--- src/rtl/nib_pkg.sv ---
package nib_pkg;

    typedef enum logic [4:0] {
        K_NOP,
        K_LD_A_IMM,
        K_LD_L_IMM,
        K_LD_HL_IMM,
        K_A_FROM_L,
        K_L_FROM_A,
        K_A_FROM_H,
        K_H_FROM_A,
        K_A_FROM_M,
        K_M_FROM_A,
        K_A_FROM_M_UP,
        K_A_FROM_M_DN,
        K_M_FROM_A_UP,
        K_M_FROM_A_DN,
        K_SWAP,
        K_SWAP_UP,
        K_INC_A,
        K_INC_L,
        K_INC_M
    } op_kind_e;

    typedef struct packed {
        op_kind_e kind;
        logic     two_byte;
        logic     l_down;
    } op_dec_t;

    typedef struct packed {
        logic [3:0] a;
        logic [3:0] h;
        logic [3:0] l;
        logic       skip;
        logic       drop;
        logic       imm_wait;
        logic       imm_drop;
        logic       rdy;
    } core_st_t;

endpackage

--- src/rtl/nib_decode.sv ---
module nib_decode
    import nib_pkg::*;
(
    input  logic [7:0] op_byte,
    output op_dec_t    dec
);
    always_comb begin
        dec.kind     = K_NOP;
        dec.two_byte = 1'b0;
        dec.l_down   = 1'b0;
        case (op_byte[7:4])
            4'h9: dec.kind = K_LD_A_IMM;
            4'h8: dec.kind = K_LD_L_IMM;
            default: begin
                case (op_byte)
                    8'h15: begin
                        dec.kind     = K_LD_HL_IMM;
                        dec.two_byte = 1'b1;
                    end
                    8'h21: dec.kind = K_A_FROM_L;
                    8'h2D: dec.kind = K_L_FROM_A;
                    8'h22: dec.kind = K_A_FROM_H;
                    8'h2E: dec.kind = K_H_FROM_A;
                    8'h38: dec.kind = K_A_FROM_M;
                    8'h2F: dec.kind = K_M_FROM_A;
                    8'h24: dec.kind = K_A_FROM_M_UP;
                    8'h25: begin
                        dec.kind   = K_A_FROM_M_DN;
                        dec.l_down = 1'b1;
                    end
                    8'h26: dec.kind = K_M_FROM_A_UP;
                    8'h27: begin
                        dec.kind   = K_M_FROM_A_DN;
                        dec.l_down = 1'b1;
                    end
                    8'h28: dec.kind = K_SWAP;
                    8'h3C: dec.kind = K_SWAP_UP;
                    8'h30: dec.kind = K_INC_A;
                    8'h31: dec.kind = K_INC_L;
                    8'h33: dec.kind = K_INC_M;
                    default: dec.kind = K_NOP;
                endcase
            end
        endcase
    end
endmodule

--- src/rtl/nib_step.sv ---
module nib_step #(
    parameter int W = 4
) (
    input  logic [W-1:0] val,
    input  logic         down,
    output logic [W-1:0] res,
    output logic         wrapped
);
    always_comb begin
        if (down) begin
            res     = val - W'(1);
            wrapped = (res == {W{1'b1}});
        end else begin
            res     = val + W'(1);
            wrapped = (res == '0);
        end
    end
endmodule

--- src/rtl/nib_dmem.sv ---
module nib_dmem #(
    parameter int DW = 4,
    parameter int AW = 8
) (
    input  logic          clk,
    input  logic          we,
    input  logic [AW-1:0] addr,
    input  logic [DW-1:0] wdata,
    output logic [DW-1:0] rdata
);
    localparam int DEPTH = 1 << AW;

    logic [DW-1:0] cells_q [DEPTH];

    always_ff @(posedge clk) begin
        if (we) cells_q[addr] <= wdata;
    end

    assign rdata = cells_q[addr];
endmodule

--- src/rtl/nib_exec_core.sv ---
module nib_exec_core
    import nib_pkg::*;
#(
    parameter int DW = 4
) (
    input  logic          clk,
    input  logic          rst_n,
    input  logic          ins_valid,
    input  logic [7:0]    ins_byte,
    output logic          ins_ready,
    output logic          skip_o,
    output logic [DW-1:0] acc_o,
    output logic [DW-1:0] h_o,
    output logic [DW-1:0] l_o
);
    localparam int AW = 2 * DW;

    core_st_t st_q, st_d;
    op_dec_t  dec;

    logic          fire;
    logic          mem_we;
    logic [DW-1:0] mem_rd;
    logic [DW-1:0] l_nx, a_nx, m_nx;
    logic          l_wrap, a_wrap, m_wrap;
    logic          hit;

    assign fire = ins_valid && st_q.rdy;

    nib_decode u_dec (
        .op_byte (ins_byte),
        .dec     (dec)
    );

    nib_step #(.W(DW)) u_step_l (
        .val     (st_q.l),
        .down    (dec.l_down),
        .res     (l_nx),
        .wrapped (l_wrap)
    );

    nib_step #(.W(DW)) u_step_a (
        .val     (st_q.a),
        .down    (1'b0),
        .res     (a_nx),
        .wrapped (a_wrap)
    );

    nib_step #(.W(DW)) u_step_m (
        .val     (mem_rd),
        .down    (1'b0),
        .res     (m_nx),
        .wrapped (m_wrap)
    );

    nib_dmem #(.DW(DW), .AW(AW)) u_mem (
        .clk   (clk),
        .we    (mem_we),
        .addr  ({st_q.h, st_q.l}),
        .wdata (st_q.a),
        .rdata (mem_rd)
    );

    always_comb begin
        st_d     = st_q;
        st_d.skip = 1'b0;
        st_d.rdy  = 1'b1;
        mem_we   = 1'b0;
        hit      = 1'b0;
        if (fire) begin
            if (st_q.imm_wait) begin
                st_d.imm_wait = 1'b0;
                if (!st_q.imm_drop) begin
                    st_d.h = ins_byte[7:4];
                    st_d.l = ins_byte[3:0];
                end
            end else if (st_q.drop) begin
                st_d.drop = 1'b0;
                if (dec.two_byte) begin
                    st_d.imm_wait = 1'b1;
                    st_d.imm_drop = 1'b1;
                end
            end else begin
                case (dec.kind)
                    K_LD_A_IMM: st_d.a = ins_byte[3:0];
                    K_LD_L_IMM: st_d.l = ins_byte[3:0];
                    K_LD_HL_IMM: begin
                        st_d.imm_wait = 1'b1;
                        st_d.imm_drop = 1'b0;
                    end
                    K_A_FROM_L: st_d.a = st_q.l;
                    K_L_FROM_A: st_d.l = st_q.a;
                    K_A_FROM_H: st_d.a = st_q.h;
                    K_H_FROM_A: st_d.h = st_q.a;
                    K_A_FROM_M: st_d.a = mem_rd;
                    K_M_FROM_A: mem_we = 1'b1;
                    K_A_FROM_M_UP, K_A_FROM_M_DN: begin
                        st_d.a = mem_rd;
                        st_d.l = l_nx;
                        hit    = l_wrap;
                    end
                    K_M_FROM_A_UP, K_M_FROM_A_DN: begin
                        mem_we = 1'b1;
                        st_d.l = l_nx;
                        hit    = l_wrap;
                    end
                    K_SWAP: begin
                        st_d.a = mem_rd;
                        mem_we = 1'b1;
                    end
                    K_SWAP_UP: begin
                        st_d.a = mem_rd;
                        mem_we = 1'b1;
                        st_d.l = l_nx;
                        hit    = l_wrap;
                    end
                    K_INC_A: begin
                        st_d.a = a_nx;
                        hit    = a_wrap;
                    end
                    K_INC_L: begin
                        st_d.l = l_nx;
                        hit    = l_wrap;
                    end
                    K_INC_M: begin
                        st_d.a = m_nx;
                        hit    = m_wrap;
                    end
                    default: ;
                endcase
                if (hit) begin
                    st_d.skip = 1'b1;
                    st_d.drop = 1'b1;
                end
            end
        end
    end

    always_ff @(posedge clk) begin
        if (!rst_n) st_q <= '0;
        else        st_q <= st_d;
    end

    assign ins_ready = st_q.rdy;
    assign skip_o    = st_q.skip;
    assign acc_o     = st_q.a;
    assign h_o       = st_q.h;
    assign l_o       = st_q.l;

    a_r10_skip_single: assert property (@(posedge clk) disable iff (!rst_n)
        skip_o |=> !skip_o);

    a_r11_drop_quiet: assert property (@(posedge clk) disable iff (!rst_n)
        (fire && st_q.drop) |=> ($stable(acc_o) && $stable(h_o) && $stable(l_o) && !skip_o));

    a_r13_idle_hold: assert property (@(posedge clk) disable iff (!rst_n)
        !(ins_valid && ins_ready) |=> ($stable(acc_o) && $stable(h_o) && $stable(l_o)));

    a_r9_skip_cause: assert property (@(posedge clk) disable iff (!rst_n)
        skip_o |-> (acc_o == '0 || l_o == '0 || l_o == {DW{1'b1}}));

    a_r2_imm_load: assert property (@(posedge clk) disable iff (!rst_n)
        (fire && !st_q.drop && !st_q.imm_wait && ins_byte[7:4] == 4'h9)
        |=> (acc_o == $past(ins_byte[3:0])));
endmodule

--- config.mk ---
export PLATFORM = sky130hd
export DESIGN_NAME = nib_exec_core
export DESIGN_NICKNAME = d
export VERILOG_FILES = /design/src/rtl/nib_pkg.sv /design/src/rtl/nib_decode.sv /design/src/rtl/nib_step.sv /design/src/rtl/nib_dmem.sv /design/src/rtl/nib_exec_core.sv
export SDC_FILE = /design/constraint.sdc
export NUM_CORES = 1
export LEC_CHECK = 0
export BUFFER_PORTS_ARGS = -buffer_cell sky130_fd_sc_hd__clkbuf_2
export CAP_MARGIN = 0
export CELL_PAD_IN_SITES_DETAIL_PLACEMENT = 2
export CELL_PAD_IN_SITES_GLOBAL_PLACEMENT = 2
export CORE_MARGIN = 4
export CORE_UTILIZATION = 30
export DETAILED_ROUTE_END_ITERATION = 6
export PLACE_DENSITY = 0.61
export SLEW_MARGIN = 20
export SYNTH_ARGS = -nofsm -noshare
export SYNTH_HDL_FRONTEND = slang
export SYNTH_HIERARCHICAL = 1
export SYNTH_SLANG_ARGS = --single-unit
--- constraint.sdc ---
create_clock -name clk -period 14.6 [get_ports clk]
set_input_delay 2.92 -clock clk [delete_from_list [all_inputs] [get_ports clk]]
set_output_delay 2.92 -clock clk [all_outputs]
set_load 0.02 [all_outputs]
# After elaboration in Yosys (flattened, before gate mapping)
# Memories as Yosys holds them, arrays and structs flattened.
# Index checks and enable logic that the tools add are counted.
dict set report op_classes {
  n_addsub 4
  eq_ne 40
  mux 29
  bitwise 4
  reduce_logical 19
}
# op count
set op_table {}
lappend op_table {{equality test 8 x 6 -> 1 bit, second input constant} 15}
lappend op_table {{case mux 5 bit (16 select lines)} 1}
lappend op_table {{equality test 5 x 4 -> 1 bit, second input constant} 8}
lappend op_table {{case mux 4 bit (6 select lines)} 1}
lappend op_table {{equality test 5 x 3 -> 1 bit, second input constant} 4}
lappend op_table {{two-way mux 8 bit} 2}
lappend op_table {{AND reduction 4 bit} 4}
lappend op_table {{equality test 5 bit, second input constant} 3}
lappend op_table {{two-way mux 1 bit} 14}
lappend op_table {{two-way mux 13 bit} 1}
lappend op_table {{adder 4 x 1 -> 4 bit, second input constant} 3}
lappend op_table {{equality test 4 bit, second input constant} 3}
lappend op_table {{logical NOT 4 bit} 3}
lappend op_table {{case mux 4 bit (3 select lines)} 1}
lappend op_table {{equality test 5 x 2 -> 1 bit, second input constant} 2}
lappend op_table {{case mux 5 bit (2 select lines)} 1}
lappend op_table {{OR reduction 5 bit} 2}
lappend op_table {{equality test 8 x 5 -> 1 bit, second input constant} 1}
lappend op_table {{two-way mux 2 bit} 4}
lappend op_table {{two-way mux 4 bit} 2}
lappend op_table {{nonzero test 6 bit} 1}
lappend op_table {{OR reduction 6 bit} 1}
lappend op_table {{equality test 5 x 1 -> 1 bit, second input constant} 1}
lappend op_table {{!= test 2 bit, second input constant} 2}
lappend op_table {{other kinds (11)} 16}
dict set report word_totals {
  regBits 17
  ramBits 1024
  input_bits 11
  out_inout_bits 14
  n_memories 1
}
# name words width read_ports rd_clocked_by_memory_dff wr line_no
set mem_list {}
lappend mem_list {u_mem.cells_q 256 4 1 0 1 nib_dmem.sv:13} ;# logic [DW-1:0] cells_q [DEPTH];

# Logic depth before layout (Yosys ltp)
# Gate-level depths: netlist (run 1).
dict set report logic_depth {
  depth_word 12
  mapped_depth 18
  ltp_nobuf 15
}

# By module
# The synthesis (run 1) kept the hierarchy.
# mod n_inst cells_each area_each_um2
set modules_own_cells {}
lappend modules_own_cells {nib_dmem 1 1956 39922.0}
lappend modules_own_cells {nib_exec_core 1 182 1517.7}
lappend modules_own_cells {nib_step 3 22 170.2}
lappend modules_own_cells {nib_decode 1 54 341.6}

# Least setup slack after synthesis (run 1)
# No wires, ideal clock.
dict set report synth_timing {
  path_type {flip-flop to output port}
  startpoint {register st_q (netlist bit acc_o[0])}
  endpoint {output acc_o[0]}
  arrival_time_ns 4.091
  required_time_ns 11.680
  slack_ns 7.589
  path_stages_with_launch 2
  path_buffers 1
  cell_sequence {dfxtp_1 buf_4}
}
# element line_no
set synth_rtl {}
lappend synth_rtl {{start, declared} nib_exec_core.sv:18} ;# core_st_t st_q, st_d;
lappend synth_rtl {{start signal, assigned} nib_exec_core.sv:141} ;# else st_q <= st_d;
lappend synth_rtl {{end, declared} nib_exec_core.sv:12} ;# output logic [DW-1:0] acc_o,
# No word-level cell between the ends.

==> results of run 1 <==
-- synthesized netlist by cell type (4+ instances only) --
cell	instances
mux4_2	256
dfxtp_1	17
nand2b_1	13
buf_1	13
and2_1	5
mux2i_1	9
o21ai_1	11
a211oi_1	4
buf_2	26
a21oi_1	75
nor2_1	249
or4_1	5
nor3_1	33
o21ai_0	10
ha_1	6
edfxtp_1	1024
o22ai_1	4
o41ai_1	13
a31oi_1	7
nand4_1	9
nand2_1	61
and3b_1	6
clkbuf_1	90
xor2_1	6
and4b_1	7
o32ai_1	4
xnor2_1	8
buf_6	19
nand3_1	16
nor4_1	4
a22oi_1	130
inv_1	18
o21a_1	5
buf_4	20
nor2b_1	14
-- routing by layer --
metal / GRT usage, % / share of wire (%) / up-vias
met2: 28.8 / 50 / 602
met3: 2.15 / 4.2 / 147
met4: 4.51 / 2.2 / 0
met1: 22.5 / 43 / 12300
li1: - / - / 9256
met5: 0 / 0 / -
-- how the worst min path moves through the flow --
| stage | cells past startpoint | to | startpoint |
|---|---|---|---|
| 6_report | 2 | st_q[1]$_SDFFE_PN0P_ | st_q[1]$_SDFFE_PN0P_ |
| 5_1_grt | 2 | st_q[1]$_SDFFE_PN0P_ | st_q[1]$_SDFFE_PN0P_ |
| 4_1_cts | 2 | st_q[1]$_SDFFE_PN0P_ | st_q[1]$_SDFFE_PN0P_ |
| 3_5_place_dp | 2 | st_q[1]$_SDFFE_PN0P_ | st_q[1]$_SDFFE_PN0P_ |
| 3_3_place_gp | 2 | st_q[1]$_SDFFE_PN0P_ | st_q[1]$_SDFFE_PN0P_ |
| 2_1_floorplan | 2 | st_q[1]$_SDFFE_PN0P_ | st_q[1]$_SDFFE_PN0P_ |
-- final cells by class --
cell class	instances	area, sq um
fill	13700	91600
sequential	1041	31100
multi-input combinational	1032	10300
clock buffer	133	2820
tap	1876	2350
clock inverter	69	843
timing repair buffer	77	588
inverter	18	67.6
-- logic make-up after synthesis --
kind of cell,Yosys count
AO/OA/AOI/OAI,290
XOR/XNOR,14
adder cells (fa/ha/maj),7
buffers and inverters,186
flip-flops,1041
multiplexers,266
other,1
AND/OR/NAND/NOR,453
-- state kept, by name, indices dropped and copies added, names as in the netlist --
name / cells
h_o: 4
acc_o: 4
l_o: 4
u_mem/cells_q: 1024
ins_ready: 1
skip_o: 1
st_q: 3
-- tightest hold or removal path, cell delays in order, from the launching register on --
cell and delay [ns]:
dfxtp_1 0.31, o41ai_1 0.07, a21boi_1 0.07
-- power by group through the flow --
| stage | combinational (mW) | sequential (mW) | clock, mW |
|---|---|---|---|
| finish | 0.0859 | 3.25 | 2.87 |
| global route | 0.0931 | 3.25 | 3.07 |
| CTS | 0.0870 | 3.25 | 2.94 |
| detailed placement | 0.0867 | 3.32 | 0 |
| global placement | 0.0844 | 3.32 | 0 |
| floorplan | 0.0456 | 3.33 | 0 |
-- per-stage QoR --
step	worst slack, ns	hold WS [ns]	total power, mW	area [sq um]
after floorplan	7.59	0.437	3.38	42300
after CTS	7.55	0.506	6.28	48100
after global placement	7.08	0.460	3.40	44400
final	7.49	0.501	6.21	48100
after global routing	7.30	0.536	6.42	48100
after detailed placement	6.77	0.469	3.41	44400
==> results.tsv, run 1 <==
stage	metric	value	unit
clock_network	CTS root buf	clkbuf_16	
grt	total track usage	16.8	%
outcome	outcome	finished, final reports clean	
die	num ports	25	
logic_synthesis	area fraction of the dominant cell type after synthesis	72.7	%
clock_network	post-CTS setup buffers	0	
logic_synthesis	Post-Synth XOR/XNOR Area	0.290	%
logic_synthesis	Adder-Cell Fraction of Synth Area	0.201	%
placement	Cells after DPL	4043	
clock_network	number of buffers created by CTS	108	
setup_path	CP top delay family	simple AND/OR/NAND/NOR gates	
setup_path	Worst EP required	14.92	ns
final_layout	Net count, final	2295	
setup_path	critical path cell sequence	clkbuf_2, or3b_1, o22ai_1, and3b_1, a311o_1, nor2b_1, o21ai_0, nor4_2, buf_4, inv_1, nor2_1, nand2_1, nor2_1	
die	FP Rows	137	
placement	GPL Wtd Cong	0.782	
placement	Final HPWL DP	77.4	mm
drt	drt drc	0	
power_and_ir_drop	Sw Pwr	1.26	mW
die	DIE HEIGHT	383	um
logic_synthesis	Seq/Total Area, Yosys	73.5	%
setup_path	depth of the most critical reg-to-reg path	14	
die	Die W	383	um
final_layout	Layout area overhead	13.8	%
clock_network	Worst-path clk slew	0.06	ns
drt	DR vias/cell	5.24	
logic_synthesis	ys async rst share	0	%
setup_path	most used cell, CP	nor2_1	
setup_path	worst-path fanout max	17	
drt	DR pass1 iterations	5	
logic_synthesis	cell area after synthesis	42300	sq um
timing	slew of the pin with the lowest slew margin	1.14	ns
setup_path	Worst Setup EP	u_mem/cells_q[129][2]$_DFFE_PP_	
logic_synthesis	leading post-synthesis cells by cell area	edfxtp_1 73%, mux4_2 14%, a22oi_1 2.3%	
hold_path	path category of the worst min-delay check	reg2reg	
setup_path	critical path launch point	ins_byte[3]	
grt	first-pass GRT wire length	182	mm
timing	Post-Route Setup TNS	0	ns
setup_path	crit path buf inv count	3	
logic_synthesis	Mean Syn Cell Area	18.7	sq um
setup_path	CP arrival	7.43	ns
logic_synthesis	Netlist cell types	75	
final_layout	final core utilization	34.4	%
final_layout	commonest non-fill, non-tap cell in the layout	edfxtp_1	
power_and_ir_drop	Sequential Power Share	52.4	%
timing	RSZ-0062 raised after global routing	false	
final_layout	non-filler instance count after layout	4246	
grt	pin count of the biggest net entering global routing	182	
setup_path	R2R Path Start	l_o[0]$_SDFFE_PN0P_	
drt	DR iter-0 viols	2207	
clock_network	CTS tree	yes	
timing	maximum clock rate	0.141	GHz
logic_synthesis	synth warn	6	
setup_path	max incr delay on CP	0.71	ns
clock_network	CTS resizes	0	
final_layout	layout cells sized above 1	22.7	%
run	Max-cap violations	0	
logic_synthesis	largest family of logic cells by synthesized area	multiplexers	
grt	vias in the first global route	24400	
timing	endpoints failing setup	0	
timing	Max-Slew Margin vs Limit	23.7	%
clock_network	clk buf depth	3	
die	initial core utilization	30.3	%
power_and_ir_drop	Comb power frac	1.4	%
drt	DR vias	22300	
setup_path	slowest CP cell	nand2_1	
clock_network	H-tree lvl count	3	
power_and_ir_drop	Peak VDD IR	92.2	uV
placement	PortBufs	24	
logic_synthesis	area fraction in compound gates after synthesis	4.83	%
logic_synthesis	Post-synth EDFFs	1024	
drt	drt total wl	124	mm
clock_network	cts hold-fix bufs	0	
setup_path	kind of critical path	in2reg	
setup_path	Crit. End Element	flop	
power_and_ir_drop	cell internal power dissipation	4.95	mW
power_and_ir_drop	Leak Pwr	13.7	nW
logic_synthesis	Top FF cell, synth	edfxtp_1	
setup_path	r2r setup slk	7.77	ns
clock_network	clk sinks	1041	
timing	max-slew violation count	0	
drt	Avg WL per Cell	29.1	um
setup_path	reg2reg end	acc_o[3]$_SDFFE_PN0P_	
power_and_ir_drop	P per Cell Area	129	nW/um^2
final_layout	most frequent cells in the layout	1,024 x edfxtp_1, 256 x mux4_2, 248 x nor2_1	
grt	initial antenna violation count	3	
timing	final period utilization	48.7	%
final_layout	Antenna diodes	0	
logic_synthesis	Post-Synth Simple-Gate Area	5.04	%
clock_network	worst skew pair latency	0.72	ns
power_and_ir_drop	Clock Power Share	46.2	%
logic_synthesis	number of synthesized register bits	1041	
power_and_ir_drop	switching part of the total	20.3	%
grt	GRT overflow	0	
timing	Fin Clk Skew	0.0511	ns
logic_synthesis	Synth area leader	edfxtp_1	
logic_synthesis	cell count after synthesis	2258	
timing	Final Hold Viols	0	
die	Placeable Area	140000	sq um
setup_path	WP depth	13	
die	die area	147000	sq um
logic_synthesis	mux contribution to synthesized area	13.9	%
timing	Final min period	7.11	ns
setup_path	CP Launch Type	primary input	
drt	antenna-violating nets left	0	
No activity file was read; power rests on OpenSTA's default activity.
==> inputs of run 2 (changes only) <==
--- a/config.mk
+++ b/config.mk
@@ -5,6 +5,7 @@
 export SDC_FILE = /design/constraint.sdc
 export NUM_CORES = 1
 export LEC_CHECK = 0
+export ABC_AREA = 1
 export BUFFER_PORTS_ARGS = -buffer_cell sky130_fd_sc_hd__clkbuf_2
 export CAP_MARGIN = 0
 export CELL_PAD_IN_SITES_DETAIL_PLACEMENT = 2
@@ -12,7 +13,7 @@
 export CORE_MARGIN = 4
 export CORE_UTILIZATION = 30
 export DETAILED_ROUTE_END_ITERATION = 6
-export PLACE_DENSITY = 0.61
+export PLACE_DENSITY = 0.71
 export SLEW_MARGIN = 20
 export SYNTH_ARGS = -nofsm -noshare
 export SYNTH_HDL_FRONTEND = slang
==> constraint.sdc (replaced) <==
create_clock -name clk -period 5.9 [get_ports clk]
set_input_delay 1.18 -clock clk [delete_from_list [all_inputs] [get_ports clk]]
set_output_delay 1.18 -clock clk [all_outputs]
set_load 0.02 [all_outputs]
==> run 2 against run 1 <==
Net effect:
- non-clock buffer count is 23 higher
- largest power group unchanged
- sequential share of layout area is 4.3 points lower
- worst hold slack worse by 0.033 ns
- first-iteration DRC count is 15% lower
- critical endpoint is now acc_o[2]$_SDFFE_PN0P_
- global-route usage is 2.4 points higher
- routed wire length is 24% higher
- clock-buffer cell count is 10 higher
- synthesized cell count is 100% higher
- register-to-register slack worse by 6.2 ns
==> results.tsv, run 2 <==
stage	metric	value	unit	change
final_layout	Largest register FFs	1024		unchanged
die	die area	157000	sq um	+6.8%
setup_path	r2r setup slk	1.55	ns	-6.22 ns
power_and_ir_drop	Peak VDD IR	223	uV	+140%
logic_synthesis	most common cell in the synthesized netlist	nand2_1		
final_layout	Net count, final	4602		+100%
timing	Max-Slew Margin vs Limit	27.6	%	+3.9 points
logic_synthesis	Post-Synth XOR/XNOR Area	0.0581	%	-0.23 points
logic_synthesis	Mean Syn Cell Area	9.84	sq um	-47%
die	Die W	396	um	+3.3%
logic_synthesis	Seq/Total Area, Yosys	68.7	%	-4.8 points
timing	Post-Route Setup TNS	0	ns	unchanged
die	initial core utilization	30.2	%	-0.079 points
logic_synthesis	Top FF cell, synth	edfxtp_1		
logic_synthesis	largest family of logic cells by synthesized area	simple AND/OR/NAND/NOR gates		
clock_network	CTS resizes	0		unchanged
drt	DR vias	32600		+46%
logic_synthesis	cell area after synthesis	45200	sq um	+6.9%
grt	initial antenna violation count	6		+3
timing	Final min period	4.35	ns	
run	Max-cap violations	0		unchanged
timing	worst hold margin	0.468	ns	-0.0329 ns
clock_network	cts hold-fix bufs	0		unchanged
logic_synthesis	Synth area leader	edfxtp_1		
timing	slew of the pin with the lowest slew margin	1.09	ns	-0.0592 ns
setup_path	worst-path fanout max	27		+10
drt	drt total wl	153	mm	+24%
hold_path	hold path depth	2		unchanged
power_and_ir_drop	Leak Pwr	21.8	nW	+59%
timing	max-slew violation count	0		unchanged
clock_network	number of buffers created by CTS	116		+7.4%
grt	GRT overflow	0		unchanged
logic_synthesis	leading post-synthesis cells by cell area	edfxtp_1 68%, nand2_1 21%, nor2_1 3.2%		
timing	Fin Clk Skew	0.0419	ns	-0.00916 ns
setup_path	Crit. End Element	flop		
hold_path	path category of the worst min-delay check	reg2reg		
clock_network	clk sinks	1041		unchanged
drt	DR iter-0 viols	1873		-15%
die	DIE HEIGHT	396	um	+3.3%
setup_path	depth of the most critical reg-to-reg path	22		+8
logic_synthesis	Netlist cell types	32		-57%
placement	PortBufs	24		unchanged
timing	Final Hold Viols	0		unchanged
logic_synthesis	Adder-Cell Fraction of Synth Area	0.166	%	-0.035 points
setup_path	critical path launch point	l_o[2]$_SDFFE_PN0P_		
drt	antenna-violating nets left	0		unchanged
die	Placeable Area	150000	sq um	+7.2%
die	FP Rows	142		+3.6%
logic_synthesis	area fraction in compound gates after synthesis	1.69	%	-3.1 points
final_layout	most frequent cells in the layout	2,505 x nand2_1, 1,024 x edfxtp_1, 386 x nor2_1		
clock_network	CTS tree	yes		
drt	DR pass1 iterations	5		unchanged
final_layout	fillers	16100		+18%
clock_network	CTS root buf	clkbuf_16		
clock_network	Worst-path clk slew	0.05	ns	about the same
timing	endpoints failing setup	0		unchanged
power_and_ir_drop	P per Cell Area	307	nW/um^2	+140%
logic_synthesis	mux contribution to synthesized area	0	%	-14 points
logic_synthesis	commonest cells in the netlist	2,505 x nand2_1, 1,024 x edfxtp_1, 391 x nor2_1, 130 x nand3_1, 110 x clkbuf_1		
outcome	outcome	finished, final reports clean		
logic_synthesis	Post-synth EDFFs	1024		unchanged
clock_network	worst skew pair latency	0.74	ns	+0.02 ns
logic_synthesis	area fraction of the dominant cell type after synthesis	68.0	%	-4.7 points
setup_path	CP Launch Type	flop		
placement	Final HPWL DP	93.1	mm	+20%
clock_network	H-tree lvl count	3		unchanged
final_layout	commonest non-fill, non-tap cell in the layout	nand2_1		
logic_synthesis	Post-Synth Simple-Gate Area	26.2	%	+21 points
clock_network	clk buf depth	3		unchanged
final_layout	layout cells sized above 1	7.02	%	-16 points
drt	Avg WL per Cell	22.8	um	-22%
setup_path	Worst EP required	6.50	ns	-8.42 ns
clock_network	post-CTS setup buffers	0		unchanged
logic_synthesis	ys async rst share	0	%	unchanged
logic_synthesis	number of synthesized register bits	1041		unchanged
die	num ports	25		unchanged
setup_path	Worst Setup EP	acc_o[2]$_SDFFE_PN0P_		
logic_synthesis	cell count after synthesis	4597		+100%
setup_path	kind of critical path	reg2reg		
grt	first-pass GRT wire length	227	mm	+25%
setup_path	reg2reg end	acc_o[2]$_SDFFE_PN0P_		
timing	final period utilization	73.7	%	
final_layout	Layout area overhead	14.0	%	
grt	pin count of the biggest net entering global routing	155		-15%
setup_path	R2R Path Start	l_o[2]$_SDFFE_PN0P_		
final_layout	Antenna diodes	0		unchanged
grt	total track usage	19.2	%	+2.4 points
grt	vias in the first global route	35900		+47%
timing	RSZ-0062 raised after global routing	false		
logic_synthesis	synth warn	6		unchanged
drt	drt drc	0		unchanged
final_layout	most flop-heavy register	u_mem/cells_q		
placement	GPL Wtd Cong	0.787		+0.70%
drt	DR vias/cell	4.86		-7.3%
setup_path	CP arrival	4.95	ns	-2.48 ns
timing	maximum clock rate	0.230	GHz	
power_and_ir_drop	Final Total Pwr	15.8	mW	+150%
[run 2: cell count changes after synthesis, moves of 23 or more]
cell,previous run,this run
o21ai_0,10,33
nor2_1,249,391
mux4_2,256,0
o21ai_1,11,65
inv_1,18,70
nand3_1,16,130
buf_2,26,76
nor3_1,33,0
nand2_1,61,2505
a21oi_1,75,32
a22oi_1,130,3
[run 2: power by group]
group          total, mW  internal, mW  switching, mW
registers           8.06          8.04         0.0128
logic              0.299        0.0553          0.243
clock network       7.46          4.40           3.06
total               15.8          12.5           3.32
[run 2: layout make-up]
type	instances	area (sq um)	share of cell area [%]
clock buffer	143	3050	5.91
clock inverter	76	847	1.64
multi-input combinational	3235	12800	24.8
sequential	1041	31100	60.3
timing repair buffer	100	891	1.73
inverter	91	359	0.697
tap	2016	2520	4.89
[run 2: per-stage QoR]
stage | setup slack, ns | utilization (%) | cell area, sq um | instances
after floorplan | 0.637 | - | 45300 | 4608
after global placement | 1.28 | 31.8 | 47700 | 6483
after detailed placement | 1.11 | 31.8 | 47700 | 6483
after CTS | 1.52 | 34.4 | 51600 | 6702
after global routing | 1.16 | 34.4 | 51600 | 6702
final | 1.55 | 34.4 | 51600 | 6702
[run 2: kinds of logic after synthesis]
kind of cell             count (synthesis)
AND/OR/NAND/NOR                       3069
flip-flops                            1041
buffers and inverters                  332
AO/OA/AOI/OAI                          145
adder cells (fa/ha/maj)                  6
XOR/XNOR                                 3
other                                    1
[run 2: worst min-delay path by stage]
stage	start	to
2_1_floorplan	st_q[1]$_SDFFE_PN0P_	st_q[1]$_SDFFE_PN0P_
3_3_place_gp	st_q[1]$_SDFFE_PN0P_	st_q[1]$_SDFFE_PN0P_
3_5_place_dp	st_q[1]$_SDFFE_PN0P_	st_q[1]$_SDFFE_PN0P_
4_1_cts	st_q[1]$_SDFFE_PN0P_	st_q[1]$_SDFFE_PN0P_
5_1_grt	st_q[1]$_SDFFE_PN0P_	st_q[1]$_SDFFE_PN0P_
6_report	st_q[1]$_SDFFE_PN0P_	st_q[1]$_SDFFE_PN0P_
[run 2: critical path, stage by stage (launching register included)]
cell     delay [ns]
dfxtp_1        0.69
inv_1          0.20
nand2_1        0.20
inv_2          0.33
buf_4          0.36
nand2_1        0.14
nand2_1        0.07
o21ai_0        0.39
nand2_1        0.23
nor2_1         0.20
nor2_1         0.09
nor2_1         0.09
nand2_1        0.18
ha_1           0.29
a21oi_2        0.16
o21ai_1        0.08
o21a_1         0.10
nand2_1        0.06
nand2_1        0.05
a21oi_1        0.12
nand2_1        0.07
nand2_1        0.06
a21oi_1        0.05
[run 2: layer usage]
metal	track usage, %	vias to the layer above	wire (um)
met3	2.33	165	5460
li1	-	15000	-
met1	24.5	16900	67400
met5	0	-	0
met2	34.2	534	76600
met4	5.09	0	3370
==> inputs of run 3 (changes only) <==
--- a/config.mk
+++ b/config.mk
@@ -13,7 +13,7 @@
 export CORE_MARGIN = 4
 export CORE_UTILIZATION = 30
 export DETAILED_ROUTE_END_ITERATION = 6
-export PLACE_DENSITY = 0.71
+export PLACE_DENSITY = 0.69
 export SLEW_MARGIN = 20
 export SYNTH_ARGS = -nofsm -noshare
 export SYNTH_HDL_FRONTEND = slang
==> constraint.sdc (replaced) <==
create_clock -name clk -period 4.4 [get_ports clk]
set_input_delay 0.88 -clock clk [delete_from_list [all_inputs] [get_ports clk]]
set_output_delay 0.88 -clock clk [all_outputs]
set_load 0.02 [all_outputs]
==> run 3 against run 2 <==
Net effect:
- flip-flop and latch count unchanged
- utilization is 0.16 points higher
- setup slack worse by 1.1 ns
- via count is 0.57% higher
- critical path depth increased by 4
- sequential share of layout area shrank 0.28 points
- sequential power rose by 34%
- first-iteration DRC count is 2.8% higher
- routed wire length is 0.34% higher
- final cell count increased by 0.67%
- global-route usage up 0.12 points
- die area is the same
- critical path type unchanged
- largest power group unchanged
- highest routed layer is now met5
==> results.tsv, run 3 (synthesis gave the netlist of run 2 again) <==
stage	metric	value	unit	change
outcome	outcome	finished, final reports clean		
die	Placeable Area	150000	sq um	unchanged
power_and_ir_drop	Peak VDD IR	322	uV	+45%
timing	endpoints failing setup	0		unchanged
clock_network	post-CTS setup buffers	0		unchanged
grt	vias in the first global route	35800		-0.33%
power_and_ir_drop	Leak Pwr	21.9	nW	+0.71%
final_layout	most flop-heavy register	u_mem/cells_q		
timing	final period utilization	89.9	%	+16 points
die	Die W	396	um	unchanged
final_layout	Net count, final	4653		+1.1%
die	num ports	25		unchanged
power_and_ir_drop	P per Cell Area	395	nW/um^2	+29%
die	initial core utilization	30.2	%	unchanged
setup_path	kind of critical path	reg2reg		
run	Max-cap violations	0		unchanged
timing	Max-Slew Margin vs Limit	30.5	%	+2.8 points
drt	antenna-violating nets left	0		unchanged
drt	Avg WL per Cell	22.7	um	-0.33%
final_layout	post-layout instance area	51800	sq um	+0.47%
drt	DR vias/cell	4.86		about the same
setup_path	worst-path fanout max	37		+37%
clock_network	Worst-path clk slew	0.06	ns	about the same
drt	DR vias	32800		+0.57%
grt	pin count of the biggest net entering global routing	155		unchanged
clock_network	worst skew pair latency	0.74	ns	about the same
timing	RSZ-0062 raised after global routing	false		
clock_network	CTS root buf	clkbuf_16		
placement	GPL Wtd Cong	0.801		+1.7%
grt	initial antenna violation count	7		+1
timing	Post-Route Setup TNS	0	ns	unchanged
setup_path	Worst Setup EP	acc_o[2]$_SDFFE_PN0P_		
clock_network	cts hold-fix bufs	0		unchanged
final_layout	commonest non-fill, non-tap cell in the layout	nand2_1		
hold_path	path category of the worst min-delay check	in2reg		
placement	Final HPWL DP	97.4	mm	+4.6%
setup_path	reg2reg end	acc_o[2]$_SDFFE_PN0P_		
die	DIE HEIGHT	396	um	unchanged
grt	GRT overflow	0		unchanged
grt	first-pass GRT wire length	227	mm	+0.18%
timing	Final Hold Viols	0		unchanged
timing	Final min period	3.96	ns	-0.393 ns
timing	Fin Clk Skew	0.0339	ns	-0.00801 ns
final_layout	Layout area overhead	14.5	%	
final_layout	Largest register FFs	1024		unchanged
drt	DR pass1 iterations	6		+1
setup_path	Worst EP required	5.02	ns	-1.48 ns
timing	worst hold margin	0.436	ns	-0.0321 ns
timing	max-slew violation count	0		unchanged
clock_network	CTS resizes	0		unchanged
final_layout	layout cells sized above 1	7.76	%	+0.74 points
setup_path	critical path launch point	l_o[0]$_SDFFE_PN0P_		
placement	PortBufs	24		unchanged
final_layout	most frequent cells in the layout	2,505 x nand2_1, 1,024 x edfxtp_1, 386 x nor2_1		
final_layout	final core utilization	34.6	%	+0.16 points
timing	slew of the pin with the lowest slew margin	1.04	ns	-0.0465 ns
setup_path	CP Launch Type	flop		
grt	total track usage	19.3	%	+0.12 points
drt	drt drc	0		unchanged
drt	DR iter-0 viols	1925		+2.8%
setup_path	CP arrival	4.58	ns	-0.37 ns
die	die area	157000	sq um	unchanged
clock_network	H-tree lvl count	3		unchanged
setup_path	R2R Path Start	l_o[0]$_SDFFE_PN0P_		
setup_path	depth of the most critical reg-to-reg path	26		+18%
clock_network	number of buffers created by CTS	116		unchanged
clock_network	clk buf depth	3		unchanged
timing	maximum clock rate	0.253	GHz	+9.9%
placement	Post-DP Area	48200	sq um	+1.2%
drt	drt total wl	153	mm	+0.34%
clock_network	clk sinks	1041		unchanged
setup_path	r2r setup slk	0.44	ns	-1.11 ns
setup_path	Crit. End Element	flop		
die	FP Rows	142		unchanged
clock_network	CTS tree	yes		
[run 3: metrics by stage]
stage / instances / power, mW / worst slack [ns]
global placement: 6534 / 11.4 / 0.529
detailed placement: 6534 / 11.4 / 0.480
finish: 6747 / 20.5 / 0.444
global route: 6745 / 21.2 / 0.0786
floorplan: 4608 / 11.2 / 1.11
CTS: 6745 / 20.7 / 0.486
[run 3: report_power, final]
part	internal, mW	switching [mW]	leakage (nW)
Sequential	10.8	0.0162	11.4
Combinational	0.0937	0.336	8.75
Clock	5.22	4.03	1.73
[run 3: critical path, stage by stage, from the launching register on]
cell	delay, ns
dfxtp_4	0.45
inv_8	0.14
buf_12	0.20
buf_4	0.25
buf_4	0.23
nand2_1	0.07
nand2_1	0.05
nand2_1	0.06
nand2_1	0.07
nand2_1	0.07
nand2_1	0.08
o21ai_1	0.30
nand2_1	0.13
nor2_1	0.14
nor2_1	0.05
nor2_1	0.12
nand2_1	0.22
ha_1	0.34
a21oi_2	0.20
o21ai_1	0.11
o21a_1	0.12
nand2_1	0.06
nand2_1	0.05
a21oi_1	0.11
nand2_1	0.06
nand2_1	0.05
a21oi_1	0.05
[run 3: worst min-delay path by stage]
| stage | to | depth (start not counted) | slack, ns | startpoint |
|---|---|---|---|---|
| 3_5_place_dp | st_q[1]$_SDFFE_PN0P_ | 2 | 0.47 | st_q[1]$_SDFFE_PN0P_ |
| 2_1_floorplan | st_q[1]$_SDFFE_PN0P_ | 2 | 0.44 | st_q[1]$_SDFFE_PN0P_ |
| 3_3_place_gp | st_q[1]$_SDFFE_PN0P_ | 2 | 0.46 | st_q[1]$_SDFFE_PN0P_ |
| 5_1_grt | ins_ready$_DFF_P_ | 1 | 0.41 | rst_n |
| 6_report | ins_ready$_DFF_P_ | 1 | 0.44 | rst_n |
| 4_1_cts | ins_ready$_DFF_P_ | 1 | 0.38 | rst_n |
[run 3: layout make-up]
cell class                      instances  area (sq um)
Tap cell                             2016          2520
Inverter                               91           358
Sequential cell                      1041         31100
Clock inverter                         62           519
Antenna cell                            2          5.00
Fill cell                           16100         98000
Clock buffer                          149          3050
Multi-Input combinational cell       3235         12800
Timing Repair Buffer                  151          1460
[run 3: metal layers]
metal,GRT usage [%],up-vias,part of all wire (%)
li1,-,15100,-
met1,24.4,16900,44
met2,34.3,528,50
met3,2.63,226,3.5
met4,5.74,4,3.0
met5,0,-,0.011
